## src/rtl/dramSeqPkg.sv

```systemverilog
package dramSeqPkg;

  typedef enum logic [2:0] {
    ST_PAUSE, ST_IDLE, ST_CSR, ST_RASLO, ST_PRE, ST_SR_CSR, ST_SR_HOLD, ST_SR_PRE
  } seqState_t;

  typedef enum logic [1:0] {
    K_WARM, K_NORMAL, K_PRESR, K_POSTSR
  } refKind_t;

  typedef enum logic [2:0] {
    PH_PAUSE, PH_CSR, PH_RASW, PH_RP, PH_RPS, PH_SELF
  } phaseSel_t;

  typedef struct packed {
    logic      phaseLoad;
    phaseSel_t phaseSel;
    logic      pendDec;
    logic      pendClr;
    logic      warmInc;
    logic      intRun;
    logic      intRestart;
  } seqStrobe_t;

  function automatic int maxOf(input int a, input int b);
    return (a > b) ? a : b;
  endfunction

endpackage

```

## src/rtl/dramSeqDatapath.sv

```systemverilog
module dramSeqDatapath
  import dramSeqPkg::*;
#(
  parameter int INIT_PAUSE   = 25000,
  parameter int T_CSR        = 1,
  parameter int T_RASW       = 8,
  parameter int T_RP         = 5,
  parameter int T_RPS        = 15,
  parameter int SELF_MIN     = 12500,
  parameter int REF_INTERVAL = 1950,
  parameter int WARM_CYCLES  = 8,
  parameter int PEND_MAX     = 8
) (
  input  logic       clk,
  input  logic       rstN,
  input  seqStrobe_t strobe,
  output logic       phaseDone,
  output logic       pendAny,
  output logic       pendFull,
  output logic       warmLast
);

  localparam int PH_MAX = maxOf(maxOf(maxOf(INIT_PAUSE, SELF_MIN), maxOf(T_RPS, T_RP)),
                                maxOf(T_RASW, T_CSR));
  localparam int PH_W   = $clog2(PH_MAX + 1);
  localparam int INT_W  = $clog2(REF_INTERVAL + 1);
  localparam int PEND_W = $clog2(PEND_MAX + 1);
  localparam int WARM_W = $clog2(WARM_CYCLES + 1);

  logic [PH_W-1:0]   phaseCnt, phaseLoadVal;
  logic [INT_W-1:0]  intCnt;
  logic [PEND_W-1:0] pendCnt;
  logic [WARM_W-1:0] warmCnt;
  logic              tick, pendInc;

  // Phase timer: a state that loads N lasts N cycles.
  always_comb begin
    case (strobe.phaseSel)
      PH_PAUSE: phaseLoadVal = PH_W'(INIT_PAUSE - 1);
      PH_CSR:   phaseLoadVal = PH_W'(T_CSR - 1);
      PH_RASW:  phaseLoadVal = PH_W'(T_RASW - 1);
      PH_RP:    phaseLoadVal = PH_W'(T_RP - 1);
      PH_RPS:   phaseLoadVal = PH_W'(T_RPS - 1);
      default:  phaseLoadVal = PH_W'(SELF_MIN - 1);
    endcase
  end

  always_ff @(posedge clk or negedge rstN) begin
    if (!rstN)                phaseCnt <= PH_W'(INIT_PAUSE - 1);
    else if (strobe.phaseLoad) phaseCnt <= phaseLoadVal;
    else if (phaseCnt != '0)   phaseCnt <= phaseCnt - 1'b1;
  end
  assign phaseDone = (phaseCnt == '0);

  // Refresh interval timer.
  assign tick = strobe.intRun && !strobe.intRestart && (intCnt == INT_W'(REF_INTERVAL - 1));

  always_ff @(posedge clk or negedge rstN) begin
    if (!rstN)                  intCnt <= '0;
    else if (strobe.intRestart) intCnt <= '0;
    else if (strobe.intRun)     intCnt <= tick ? '0 : intCnt + 1'b1;
  end

  // Owed-refresh backlog, saturating; a tick alongside a decrement is never lost.
  assign pendInc = tick && (!pendFull || strobe.pendDec);

  always_ff @(posedge clk or negedge rstN) begin
    if (!rstN)                              pendCnt <= '0;
    else if (strobe.pendClr)                pendCnt <= '0;
    else if (pendInc && !strobe.pendDec)    pendCnt <= pendCnt + 1'b1;
    else if (!pendInc && strobe.pendDec && pendAny) pendCnt <= pendCnt - 1'b1;
  end
  assign pendAny  = (pendCnt != '0);
  assign pendFull = (pendCnt == PEND_W'(PEND_MAX));

  always_ff @(posedge clk or negedge rstN) begin
    if (!rstN)               warmCnt <= '0;
    else if (strobe.warmInc) warmCnt <= warmCnt + 1'b1;
  end
  assign warmLast = (warmCnt == WARM_W'(WARM_CYCLES - 1));

  assert_pend_bound_R8: assert property (@(posedge clk) disable iff (!rstN)
    pendCnt <= PEND_W'(PEND_MAX));

  assert_tick_adds_R2: assert property (@(posedge clk) disable iff (!rstN)
    (tick && !strobe.pendDec && !strobe.pendClr && !pendFull)
      |=> (pendCnt == $past(pendCnt) + 1'b1));

endmodule

```

## src/rtl/dramSeqCtrl.sv

```systemverilog
module dramSeqCtrl
  import dramSeqPkg::*;
#(
  parameter logic [1:0] CAS_LANES = 2'b11,
  parameter int         T_RP      = 5,
  parameter int         SELF_MIN  = 12500
) (
  input  logic       clk,
  input  logic       rstN,
  input  logic       ctlGnt,
  input  logic       ctlIdle,
  input  logic       sleepReq,
  input  logic       phaseDone,
  input  logic       pendAny,
  input  logic       pendFull,
  input  logic       warmLast,
  output seqStrobe_t strobe,
  output logic       refReq,
  output logic       seqOwn,
  output logic       initDone,
  output logic       sleepAck,
  output logic       rasN,
  output logic [1:0] casN,
  output logic       weN
);

  localparam int LOW_W = $clog2(SELF_MIN + 1);
  localparam int HI_W  = $clog2(T_RP + 1);

  seqState_t st, stNext;
  refKind_t  kind, kindNext;
  logic      inSr, grab, casLow;

  assign inSr = (st inside {ST_SR_CSR, ST_SR_HOLD, ST_SR_PRE}) ||
                (kind == K_POSTSR && st != ST_IDLE);
  assign grab = ctlGnt || (pendFull && ctlIdle);

  always_comb begin
    stNext            = st;
    kindNext          = kind;
    strobe            = '0;
    strobe.phaseSel   = PH_CSR;
    strobe.intRun     = initDone && !inSr;
    strobe.intRestart = inSr;
    case (st)
      ST_PAUSE: if (phaseDone) begin
        stNext = ST_CSR; kindNext = K_WARM; strobe.phaseLoad = 1'b1;
      end
      ST_IDLE: begin
        if (ctlGnt && sleepReq) begin
          stNext = ST_CSR; kindNext = K_PRESR; strobe.phaseLoad = 1'b1;
        end else if (pendAny && grab) begin
          stNext = ST_CSR; kindNext = K_NORMAL; strobe.phaseLoad = 1'b1;
        end
      end
      ST_CSR: if (phaseDone) begin
        stNext = ST_RASLO; strobe.phaseLoad = 1'b1; strobe.phaseSel = PH_RASW;
      end
      ST_RASLO: if (phaseDone) begin
        stNext = ST_PRE; strobe.phaseLoad = 1'b1; strobe.phaseSel = PH_RP;
      end
      ST_PRE: if (phaseDone) begin
        case (kind)
          K_WARM: begin
            strobe.warmInc = 1'b1;
            if (warmLast) stNext = ST_IDLE;
            else begin stNext = ST_CSR; strobe.phaseLoad = 1'b1; end
          end
          K_NORMAL: begin strobe.pendDec = 1'b1; stNext = ST_IDLE; end
          K_PRESR:  begin stNext = ST_SR_CSR; strobe.phaseLoad = 1'b1; end
          default:  stNext = ST_IDLE;
        endcase
      end
      ST_SR_CSR: if (phaseDone) begin
        stNext = ST_SR_HOLD; strobe.phaseLoad = 1'b1; strobe.phaseSel = PH_SELF;
        strobe.pendClr = 1'b1;
      end
      ST_SR_HOLD: if (phaseDone && !sleepReq) begin
        stNext = ST_SR_PRE; strobe.phaseLoad = 1'b1; strobe.phaseSel = PH_RPS;
      end
      ST_SR_PRE: if (phaseDone) begin
        stNext = ST_CSR; kindNext = K_POSTSR; strobe.phaseLoad = 1'b1;
      end
      default: stNext = ST_IDLE;
    endcase
  end

  always_ff @(posedge clk or negedge rstN) begin
    if (!rstN) begin
      st       <= ST_PAUSE;
      kind     <= K_WARM;
      initDone <= 1'b0;
    end else begin
      st   <= stNext;
      kind <= kindNext;
      if (strobe.warmInc && warmLast) initDone <= 1'b1;
    end
  end

  assign casLow   = st inside {ST_CSR, ST_RASLO, ST_SR_CSR, ST_SR_HOLD};
  assign rasN     = !(st inside {ST_RASLO, ST_SR_HOLD});
  assign casN     = casLow ? ~CAS_LANES : 2'b11;
  assign weN      = 1'b1;
  assign seqOwn   = (st != ST_IDLE);
  assign sleepAck = (st == ST_SR_HOLD);
  assign refReq   = (st == ST_IDLE) && (pendAny || sleepReq);

  // Run-length counters for the timing checks below.
  logic [LOW_W-1:0] lowRun;
  logic [HI_W-1:0]  hiRun;

  always_ff @(posedge clk or negedge rstN) begin
    if (!rstN) begin
      lowRun <= '0;
      hiRun  <= '0;
    end else begin
      if (rasN)                            lowRun <= '0;
      else if (lowRun != LOW_W'(SELF_MIN)) lowRun <= lowRun + 1'b1;
      if (!(seqOwn && rasN && casN == 2'b11)) hiRun <= '0;
      else if (hiRun != HI_W'(T_RP))          hiRun <= hiRun + 1'b1;
    end
  end

  assert_cbr_order_R3: assert property (@(posedge clk) disable iff (!rstN)
    $fell(rasN) |-> (casN != 2'b11) && ($past(casN) != 2'b11));

  assert_init_sticky_R1: assert property (@(posedge clk) disable iff (!rstN)
    initDone |=> initDone);

  assert_init_owns_R1: assert property (@(posedge clk) disable iff (!rstN)
    !initDone |-> (seqOwn && !refReq));

  assert_self_min_R6: assert property (@(posedge clk) disable iff (!rstN)
    ($rose(rasN) && $past(sleepAck)) |-> (lowRun == LOW_W'(SELF_MIN)));

  assert_ack_low_R5: assert property (@(posedge clk) disable iff (!rstN)
    sleepAck |-> (!rasN && casN != 2'b11));

  assert_release_precharged_R9: assert property (@(posedge clk) disable iff (!rstN)
    $fell(seqOwn) |-> (hiRun == HI_W'(T_RP)));

endmodule

```

## src/rtl/dramRefreshSeq.sv

```systemverilog
module dramRefreshSeq
  import dramSeqPkg::*;
#(
  parameter int         INIT_PAUSE   = 25000,
  parameter int         T_CSR        = 1,
  parameter int         T_RASW       = 8,
  parameter int         T_RP         = 5,
  parameter int         T_RPS        = 15,
  parameter int         SELF_MIN     = 12500,
  parameter int         REF_INTERVAL = 1950,
  parameter int         WARM_CYCLES  = 8,
  parameter int         PEND_MAX     = 8,
  parameter logic [1:0] CAS_LANES    = 2'b11
) (
  input  logic       clk,
  input  logic       rstN,
  input  logic       ctlGnt,
  input  logic       ctlIdle,
  input  logic       sleepReq,
  output logic       refReq,
  output logic       seqOwn,
  output logic       initDone,
  output logic       sleepAck,
  output logic       rasN,
  output logic [1:0] casN,
  output logic       weN
);

  seqStrobe_t strobe;
  logic       phaseDone, pendAny, pendFull, warmLast;

  dramSeqCtrl #(
    .CAS_LANES(CAS_LANES), .T_RP(T_RP), .SELF_MIN(SELF_MIN)
  ) ctrl (
    .clk(clk), .rstN(rstN), .ctlGnt(ctlGnt), .ctlIdle(ctlIdle), .sleepReq(sleepReq),
    .phaseDone(phaseDone), .pendAny(pendAny), .pendFull(pendFull), .warmLast(warmLast),
    .strobe(strobe), .refReq(refReq), .seqOwn(seqOwn), .initDone(initDone),
    .sleepAck(sleepAck), .rasN(rasN), .casN(casN), .weN(weN)
  );

  dramSeqDatapath #(
    .INIT_PAUSE(INIT_PAUSE), .T_CSR(T_CSR), .T_RASW(T_RASW), .T_RP(T_RP), .T_RPS(T_RPS),
    .SELF_MIN(SELF_MIN), .REF_INTERVAL(REF_INTERVAL), .WARM_CYCLES(WARM_CYCLES),
    .PEND_MAX(PEND_MAX)
  ) dp (
    .clk(clk), .rstN(rstN), .strobe(strobe), .phaseDone(phaseDone),
    .pendAny(pendAny), .pendFull(pendFull), .warmLast(warmLast)
  );

endmodule

```

## config.mk

```make
export PLATFORM = sky130hd
export DESIGN_NAME = dramRefreshSeq
export DESIGN_NICKNAME = d
export VERILOG_FILES = /design/src/rtl/dramSeqPkg.sv /design/src/rtl/dramSeqDatapath.sv /design/src/rtl/dramSeqCtrl.sv /design/src/rtl/dramRefreshSeq.sv
export SDC_FILE = /design/constraint.sdc
export NUM_CORES = 1
export LEC_CHECK = 0
export CELL_PAD_IN_SITES_DETAIL_PLACEMENT = 1
export CELL_PAD_IN_SITES_GLOBAL_PLACEMENT = 1
export CORE_MARGIN = 5
export CORE_UTILIZATION = 46
export DETAILED_ROUTE_END_ITERATION = 6
export MAX_ROUTING_LAYER = met4
export PLACE_DENSITY_LB_ADDON = 0.1
export SLEW_MARGIN = 25
export SYNTH_ARGS = -nofsm -noshare
export SYNTH_HDL_FRONTEND = slang
export SYNTH_SLANG_ARGS = --single-unit
```

## constraint.sdc

```tcl
create_clock -name clk -period 3.1 [get_ports clk]
set_input_delay 0.62 -clock clk [delete_from_list [all_inputs] [get_ports clk]]
set_output_delay 0.62 -clock clk [all_outputs]
set_load 0.05 [all_outputs]
```

### Yosys cells after proc, flatten, opt, wreduce, memory -nomap -nowiden

Cells that the tools add are included.

* logic and storage cells: 124
* output and inout port bits: 8
* flip-flop bits (word level): 40

* eq/ne operators: 27
* multiplexer cells: 45
* add/subtract/negate cells: 5
* reductions and logical operators: 40

Operator list (count)
* $pmux W15 S5: 1
* $mux W11: 3
* $mux W15: 2
* $mux W4: 7
* $mux W3: 8
* $pmux W3 S7: 1
* $ne A2 B1 Y1 const B: 8
* $eq A3 B3 Y1 const B: 5
* $logic_not A15 Y1: 1
* $reduce_bool A15 Y1: 1
* $sub A15 B1 Y15 const B: 1
* $logic_and A1 B1 Y1: 14
* $eq A3 B2 Y1 const B: 4
* $mux W1: 12
* $mux W2: 6
* $pmux W3 S4: 1
* $add A11 B1 Y11 const B: 1
* $eq A11 B11 Y1 const B: 1
* $reduce_bool A3 Y1: 3
* $add A4 B1 Y4 const B: 2
* $reduce_bool A4 Y1: 2
* $pmux W1 S7: 1
* $reduce_and A7 Y1: 1
* $eq A3 B1 Y1 const B: 2
* other kinds (16): 29

### Depth between registers and ports, before layout

Gate-level depths: netlist (run 1).

* word-level depth: 14
* mapped depth: 13
* depth with buffers taken out: 13

### By module

Synthesis (run 1) repeated with hierarchy kept, for this count alone.

* cells, all modules: 282
* area total of the unflattened synthesis: 2608.8 um^2

By module, submodules not included
* dramSeqDatapath: times used 1, area an instance 2014.4 um^2, cells an instance 205
* dramSeqCtrl: times used 1, area an instance 594.3 um^2, cells an instance 77

### Worst setup path after synthesis (run 1)

No wires, ideal clock.

* path kind: reg-to-reg
* start point: reg dp.phaseCnt[0]
* end point: reg dp.pendCnt[3]
* data arrival time: 2.586 ns
* stages on the path, launching flop included: 14
* library setup time: 0.130 ns
* buffers on the path: 0
* slack: 0.384 ns
* cells stage by stage: dfstp_2 -> inv_1 -> ha_1 -> nor3b_2 -> and4_4 -> nand3_1 -> nand4_1 -> a21o_1 -> ha_1 -> a21o_1 -> a21o_1 -> nand2b_1 -> a221oi_1 -> a21oi_1

* cells in the longest elaborated chain, start to end: 9
* elaborated cells between the ends (all ways): 15
* those cells by class: 6 x mux; 9 x reduce/logical

RTL lines
* from (decl): RTL line dramSeqDatapath.sv:30 `logic [PH_W-1:0] phaseCnt, phaseLoadVal;`
* from (signal assigned): RTL line dramSeqDatapath.sv:49 `if (!rstN) phaseCnt <= PH_W'(INIT_PAUSE - 1);`
* from (signal assigned): RTL line dramSeqDatapath.sv:50 `else if (strobe.phaseLoad) phaseCnt <= phaseLoadVal;`
* from (signal assigned): RTL line dramSeqDatapath.sv:51 `else if (phaseCnt != '0) phaseCnt <= phaseCnt - 1'b1;`
* $logic_not A15 Y1 *: RTL line dramSeqDatapath.sv:53 `assign phaseDone = (phaseCnt == '0);`
* $mux W1: RTL line dramSeqCtrl.sv:62 `ST_PRE: if (phaseDone) begin`
* $mux W1: RTL line dramSeqCtrl.sv:45 `case (st)`
* $logic_or A1 B1 Y1: RTL line dramSeqDatapath.sv:65 `assign pendInc = tick && (!pendFull || strobe.pendDec);`
* $logic_and A1 B1 Y1: RTL line dramSeqDatapath.sv:65
* $logic_not A1 Y1: RTL line dramSeqDatapath.sv:71 `else if (!pendInc && strobe.pendDec && pendAny) pendCnt <= pendCnt - 1'b1;`
* $logic_and A1 B1 Y1 (2 in series): RTL line dramSeqDatapath.sv:71
* $reduce_bool A3 Y1 (no line)
* to (signal assigned): RTL line dramSeqDatapath.sv:70 `else if (pendInc && !strobe.pendDec) pendCnt <= pendCnt + 1'b1;`
* to (signal assigned): RTL line dramSeqDatapath.sv:71
* to (decl): RTL line dramSeqDatapath.sv:32 `logic [PEND_W-1:0] pendCnt;`

Mark *: on every way between the ends. The rest lies on a longest branch, timed or not.
A chain may end at the register's enable or synchronous reset.

### Worst setup path after layout (run 1)

Ends and elaborated chain as after synthesis.

==> results of run 1 <==
metal layers:
layer	wire, um	vias up	share of wire
met5	0	-	0
met4	63	0	0.0097
met3	135	5	0.021
met2	2980	26	0.46
met1	3310	1081	0.51
li1	-	1082	-
worst max-delay path, stage by stage (launching register included):
cell and delay, ps:
dfstp_2 560, inv_1 60, ha_1 180, nor3b_2 170
and4_4 210, nand3_1 120, nand4_1 170, a21o_1 230
ha_1 270, a21o_1 180, a21o_1 200, nand2b_1 170
a221oi_2 230, a21oi_1 100
metrics by stage:
step                      std cells  hold slack, ps  power (uW)
after CTS                       383             467        1520
after global routing            383             341        1610
after floorplan                 295             324        1040
after detailed placement        375             449        1170
after global placement          375             450        1150
final                           383             299        1500
power by group:
| part | switching, uW | internal (uW) |
|---|---|---|
| Sequential | 126 | 652 |
| Clock | 181 | 158 |
| Combinational | 210 | 173 |
| Total | 517 | 983 |
final timing paths:
path                                 from         endpoint  slack, ps
setup / recovery           dp.phaseCnt[0]    dp.pendCnt[3]        130
min in group clk            dp.warmCnt[3]    dp.warmCnt[3]        460
hold reg to reg             dp.warmCnt[3]    dp.warmCnt[3]        460
max in group asynchronous            rstN  dp.phaseCnt[13]       2420
hold / removal                       rstN   dp.phaseCnt[9]        300
setup reg to reg           dp.phaseCnt[0]    dp.pendCnt[3]        130
cell usage in the layout (no fill, tap or decap), drive strengths merged, types with 4 or more instances in the layout:
master	n
a211oi	4
a21o	4
a21oi	17
and2	5
and3	8
buf	11
clkbuf	7
clkdlybuf4s50	9
dfrtp	32
dfstp	8
ha	7
inv	9
nand2	20
nand2b	7
nand3	16
nand3b	4
nor2	33
nor2b	4
nor3	9
nor4	5
o211ai	4
o21ai	32
o31ai	5
xnor2	13
xor2	7
cell type report:
cell class / count / area (sq um)
fill: 662 / 2630
multi-input combinational: 234 / 1520
sequential: 40 / 1010
timing repair buffer: 20 / 173
tap: 72 / 90.1
clock buffer: 7 / 76.3
inverter: 9 / 33.8
clock inverter: 1 / 5.00
state kept, by name (all words and copies together) (netlist names):
signal         count
ctrl.st            3
dp.phaseCnt       15
ctrl.initDone      1
dp.intCnt         11
ctrl.kind          2
dp.pendCnt         4
dp.warmCnt         4
logic make-up (layout without fill, tap and decap cells):
group | count (synthesis) | count (layout) | synth area share
fa+ha+maj | 8 | 8 | 0.0408
buf+inv | 21 | 37 | 0.0422
simple gates | 122 | 122 | 0.262
compound gates | 82 | 82 | 0.193
other cells | 1 | 1 | 0.00142
xor+xnor | 20 | 20 | 0.0736
mux | 1 | 1 | 0.00427
flops | 40 | 40 | 0.383
timing repair:
item                       in CTS  in global routing
setup endpoints to repair       0                  1
resized for setup               0                  1
hold buffers                    0                  0
==> impl_metrics.ini, run 1 <==
[status]
status = completed

[floorplanning]
coreArea_sq_um = 5540
die_w_um = 85.7
die_area_sq_um = 7350
io_pins = 13
die_h_um = 85.7
rows = 27
initial_utilization = 0.476

[route]
drtAntennaViolNets = 0
wire_per_inst_um = 16.9
drtIter0Drc = 54
remaining_drc_errors = 0
vias = 2194
vias_per_cell = 5.73
dr.pass1.iters = 4
totalWireLength_mm = 6.49

[power_and_ir_drop]
ir_drop_mv = 0.320
leakage_uw = 0.00120
powerDensity_nw_per_um2 = 516

[sta]
worst_pin_slew_ps = 757
period_share = 0.957
fmax_ghz = 0.337
slew_viol_final = 0
final.setup_skew_ps = 6.45
relSlewSlack = 0.491
period_needed_ps = 2970
hold_viol = 0
fin_ws_ps = 132
setup_violations = 0
tns_ps = 0

[clocking]
clockBufferDepth = 2
h-tree-depth = 2
clk_latency_ps = 290
root_buffer = clkbuf_8
cts_sinks = 40
post-cts-setup-buffers = 0
cts_tree = yes
cts_made_buffers = 5
clk_pin_slew_ps = 80

[logic_synthesis]
synthFlopType = dfrtp_1
synth_cell_type_count = 59
synth_common_cells = 33 x nor2_1, 32 x dfrtp_1, 32 x o21ai_0
synth_area_leaders = dfrtp_1 30%, dfstp_2 8.0%, o21ai_0 6.1%, nor2_1 4.7%, xnor2_1 4.0%
synth_edf_count = 0
async_flop_share = 1.00
synth_top_area_frac = 0.304
syn_avg_cell_area_sq_um = 8.94
yosys_warnings = 0
ys_ff_latch = 40
syn_nets = 308
netlist_area_sq_um = 2640
synthMostInstantiatedCell = nor2_1
syn-instance-count = 295
yosysTopAreaCell = dfrtp_1
seq_area_frac_synth = 0.383

[layout]
n_antenna_cell = 0
postLayoutCoreUtil = 0.525
syn_to_final_growth_pct = 10.3
final_area_sq_um = 2910
drive_gt1_frac = 0.145
nets = 323

[critical_path]
path_class = register to register
worst-path-max-fanout = 4
cp_data_required_time_ps = 3270
cp.arrival_ps = 3140
rr_worst_depth = 13
endpoint_kind = register
setup.worst_path.start_class = register

[place]
dp_hpwl_mm = 4.84
gp_congestion = 0.843
dpl_worst_slack_ps = 116
io_buffers = 11
placed_area_sq_um = 2820

[global_route]
grt_pass1_wl_mm = 11.3
grtUsageMet1 = 0.276
grt_max_degree = 41
grt.total_usage = 0.197
grt_pass1_vias = 2310
grt-ovfl-total = 0
use_met3 = 0.0327
grt-busiest-layer = met2
antenna_found_initial = 0
use_met2 = 0.302

[hold_path]
min_path_type = input pin to async pin

[job]
drv_cap = 0
Note: power is estimated with default switching activity, not from simulation.
==> inputs of run 2 (changes only) <==
CORE_UTILIZATION = 44   (was 46)
==> run 2 against run 1 <==
Power up 18%. Register-to-register slack better by 20 ps. Cell area increased by 2.8%. Count of clock-buffer cells in the layout is 2 lower. Die area is 4.0% higher. Sequential cell count unchanged. Clock power is 79% higher. First-iteration DRC count grew 43%. Fmax up 0.71%. Critical path depth unchanged.
==> impl_metrics.ini, run 2 (synthesis gave the netlist of run 1 again) <==
[hold_path]
min_path_type = input pin to async pin

[sta]
hold_viol = 0
slew_viol_final = 0
tns_ps = 0
period_share = 0.951
final.setup_skew_ps = 6.01
rsz0062_at_grt = no
period_needed_ps = 2950
fmax_ghz = 0.339
relSlewSlack = 0.443
worst_pin_slew_ps = 829
setup_violations = 0

[floorplanning]
rows = 28
die_h_um = 87.4
initial_utilization = 0.448
die_area_sq_um = 7640
die_w_um = 87.4
io_pins = 13
coreArea_sq_um = 5890

[global_route]
grt_max_degree = 41
grt.total_usage = 0.201
grt-ovfl-total = 0
grt_pass1_vias = 2342
antenna_found_initial = 0
grt_pass1_wl_mm = 11.9

[power_and_ir_drop]
swShare = 0.310
powerDensity_nw_per_um2 = 593
ir_drop_mv = 0.326
pwr-share-clk = 0.342
p_sw_uw = 550
seqPwrFrac = 0.445
power_frac_comb = 0.212
leakage_uw = 0.00124
p_int_uw = 1220

[layout]
largest_reg_flops = 15
final_common_cell = nor2_1
fill_cells = 691
final_area_sq_um = 2990
regMostFlops = dp.phaseCnt
syn_to_final_growth_pct = 13.4
drive_gt1_frac = 0.151
most-common-layout-cells = 33 x nor2_1, 32 x o21ai_0, 32 x dfrtp_1
n_antenna_cell = 0
reg_top3 = dp.phaseCnt: 15 flops, dp.intCnt: 11 flops
nets = 323

[route]
dr.pass1.iters = 4
vias = 2232
totalWireLength_mm = 6.90
remaining_drc_errors = 0
wire_per_inst_um = 17.9
vias_per_cell = 5.78
drtIter0Drc = 77
drtAntennaViolNets = 0

[place]
gp_congestion = 0.798
dp_hpwl_mm = 4.81
placed_area_sq_um = 2810
io_buffers = 11

[status]
status = completed

[critical_path]
cpMostUsedCell = a21o_1
cp_num_buf_inv = 1
endpoint_kind = register
slowest_stage = dfstp_2
crit_path_cell_trace = inv_1, ha_1, nor3b_2, and4_4, nand3_1, nand4_1, a21o_1, ha_1, a21o_1, a21o_1, nand2b_1, a221oi_2, a21oi_1
setup.worst_path.start_class = register
path_class = register to register
path_delay_family = compound AO/OA/AOI/OAI gates
worst-path-max-fanout = 4
cp.arrival_ps = 3120
slowest_delay_ps = 560
cp_data_required_time_ps = 3270

[clocking]
root_buffer = clkbuf_8
clockBufferDepth = 2
cts_tree = yes
clk_latency_ps = 300
cts_sinks = 40
h-tree-depth = 2
cts_made_buffers = 5
clk_pin_slew_ps = 90

[job]
drv_cap = 0
==> run 2: worst reg2reg max path: stages, from the launching register on <==
cell and delay [ps]:
dfstp_2 560, inv_1 60, ha_1 190, nor3b_2 170, and4_4 210, nand3_1 100
nand4_1 130, a21o_1 230, ha_1 290, a21o_1 190, a21o_1 200, nand2b_1 160
a221oi_2 240, a21oi_1 100
==> run 2: worst paths after layout <==
kind,from,endpoint,slack (ps),cells past startpoint
setup / recovery,dp.phaseCnt[0],dp.pendCnt[3],150,13
setup reg to reg,dp.phaseCnt[0],dp.pendCnt[3],150,13
hold / removal,rstN,dp.phaseCnt[10],290,1
max in group asynchronous,rstN,dp.phaseCnt[1],2420,1
hold reg to reg,dp.warmCnt[3],dp.warmCnt[3],480,1
min in group clk,dp.warmCnt[3],dp.warmCnt[3],480,1
==> run 2: timing repair <==
item / 4_1_cts / 5_1_grt
buffers inserted: 0 / 2
gates resized for setup: 0 / 1
endpoints found under the setup margin: 0 / 1
hold buffers: 0 / 0
==> run 2: per-layer routing <==
layer  GRT usage  routed length (um)
met5           -                   0
met4      0.0488                 102
met3      0.0293                 148
met2       0.309                3240
met1       0.280                3420
==> run 2: power by group through the flow <==
stage / Sequential, uW / Combinational (uW) / Clock, uW
after floorplan: 759 / 283 / 0
after global placement: 791 / 357 / 0
after detailed placement: 795 / 372 / 0
after CTS: 790 / 382 / 621
after global routing: 807 / 428 / 640
final: 790 / 376 / 607
==> run 2: layout make-up <==
type | instances | area [sq um] | share of cell area
sequential | 40 | 1010 | 0.338
timing repair buffer | 20 | 173 | 0.0577
multi-input combinational | 234 | 1520 | 0.508
inverter | 9 | 33.8 | 0.0113
clock buffer | 5 | 68.8 | 0.0230
tap | 75 | 93.8 | 0.0314
clock inverter | 3 | 90.1 | 0.0301
==> run 2: stage by stage <==
stage	power (uW)	hold slack, ps	setup WS [ps]	util	cells
final	1770	290	153	0.508	386
after global routing	1870	334	16.1	0.508	386
after CTS	1790	473	76.2	0.504	384
after detailed placement	1170	457	116	0.477	376
after global placement	1150	452	298	0.477	376
after floorplan	1040	324	384	-	295
==> inputs of run 3 (changes only) <==
REMOVE_ABC_BUFFERS = 1   (was unset)
==> run 3 against run 2 <==
Cell count rose by 0.26%. Die area stayed put. Combinational power up 1%. Largest cell class unchanged.
==> impl_metrics.ini, run 3 (synthesis gave the netlist of run 1 again) <==
[status]
status = completed

[clocking]
post-cts-setup-buffers = 0
clk_pin_slew_ps = 80
root_buffer = clkbuf_8
ctsHoldBuffers = 0
post_cts_resized = 0
cts_made_buffers = 5
cts_sinks = 40
h-tree-depth = 2
cts_tree = yes
clockBufferDepth = 2
clk_latency_ps = 290

[sta]
period_share = 0.947
slew_viol_final = 0
fmax_ghz = 0.341
hold_viol = 0
rsz0062_at_grt = no
tns_ps = 0
relSlewSlack = 0.481
worst_pin_slew_ps = 777
whs_ps = 308
final.setup_skew_ps = 8.24
period_needed_ps = 2930
setup_violations = 0
fin_ws_ps = 166

[power_and_ir_drop]
pwr-share-clk = 0.228
ir_drop_mv = 0.283
p_int_uw = 983
seqPwrFrac = 0.518
p_sw_uw = 519
powerDensity_nw_per_um2 = 515
swShare = 0.345
leakage_uw = 0.00120
power_frac_comb = 0.254

[hold_path]
min_path_type = input pin to async pin

[global_route]
grt_pass1_vias = 2279
grt-ovfl-total = 0
grt_max_degree = 41
grt_pass1_wl_mm = 11.2
grt.total_usage = 0.189
antenna_found_initial = 0

[route]
dr.pass1.iters = 4
vias_per_cell = 5.64
vias = 2184
remaining_drc_errors = 0
drtAntennaViolNets = 0
wire_per_inst_um = 16.7
totalWireLength_mm = 6.45
drtIter0Drc = 72

[layout]
regMostFlops = dp.phaseCnt
nets = 324
reg_top3 = dp.phaseCnt: 15 flops, dp.intCnt: 11 flops
final_area_sq_um = 2910
largest_reg_flops = 15
most-common-layout-cells = 33 x nor2_1, 32 x o21ai_0, 32 x dfrtp_1
final_common_cell = nor2_1
syn_to_final_growth_pct = 10.5
n_antenna_cell = 0
drive_gt1_frac = 0.144

[critical_path]
cp_data_required_time_ps = 3270
slowest_stage = dfstp_2
crit_path_cell_trace = inv_1, ha_1, nor3b_2, and4_4, nand3_1, nand4_1, a21o_1, ha_1, a21o_1, a21o_1, nand2b_1, a221oi_1, a21oi_1
crit_start = dp.phaseCnt[0]
cp.arrival_ps = 3100
setup.worst_path.start_class = register
worst-path-max-fanout = 4
cp_num_buf_inv = 1
endpoint_kind = register
path_depth = 13
path_class = register to register
r2r_start = dp.phaseCnt[0]
cpMostUsedCell = a21o_1
slowest_delay_ps = 560
path_delay_family = compound AO/OA/AOI/OAI gates
rr_worst_depth = 13

[floorplanning]
io_pins = 13
die_area_sq_um = 7640
initial_utilization = 0.448
rows = 28
die_w_um = 87.4
coreArea_sq_um = 5890
die_h_um = 87.4

[place]
dp_hpwl_mm = 4.77
dpl_worst_slack_ps = 174
placed_area_sq_um = 2830
io_buffers = 11
gp_congestion = 0.816

[job]
drv_cap = 0
[run 3: layer usage]
layer  GRT usage  vias up  part of all wire
li1            -     1082                 -
met1       0.246     1073              0.49
met2       0.307       19              0.48
met3      0.0322       10             0.019
met4      0.0460        0             0.013
met5           -        -                 0
[run 3: power groups by stage]
stage                     combinational (uW)  sequential, uW  clock [uW]
final                                    381             777         343
after global placement                   372             783           0
after CTS                                386             780         355
after floorplan                          272             765           0
after detailed placement                 382             789           0
after global routing                     432             800         374
[run 3: cell type report]
class,instances,area (sq um)
clock buffers,7,76.3
clock inverters,1,5.00
fillers,712,2970
inverters,9,33.8
multi-input cells,234,1510
flip-flops and latches,40,1010
well taps,75,93.8
repair buffers,21,180
[run 3: stage by stage]
| step | std cells | utilization | total power, uW |
|---|---|---|---|
| floorplan | 283 | - | 1040 |
| global placement | 379 | 0.481 | 1160 |
| detailed placement | 379 | 0.481 | 1170 |
| CTS | 387 | 0.495 | 1520 |
| global route | 387 | 0.495 | 1610 |
| finish | 387 | 0.495 | 1500 |
[run 3: path summary, 6_finish.rpt]
path | to | slack (ps)
worst max-delay path | dp.pendCnt[3] | 170
worst min-delay path | ctrl.kind[0] | 310
worst max register to register | dp.pendCnt[3] | 170
worst min register to register | dp.warmCnt[3] | 480
max in group asynchronous | dp.phaseCnt[1] | 2420
min in group clk | dp.warmCnt[3] | 480
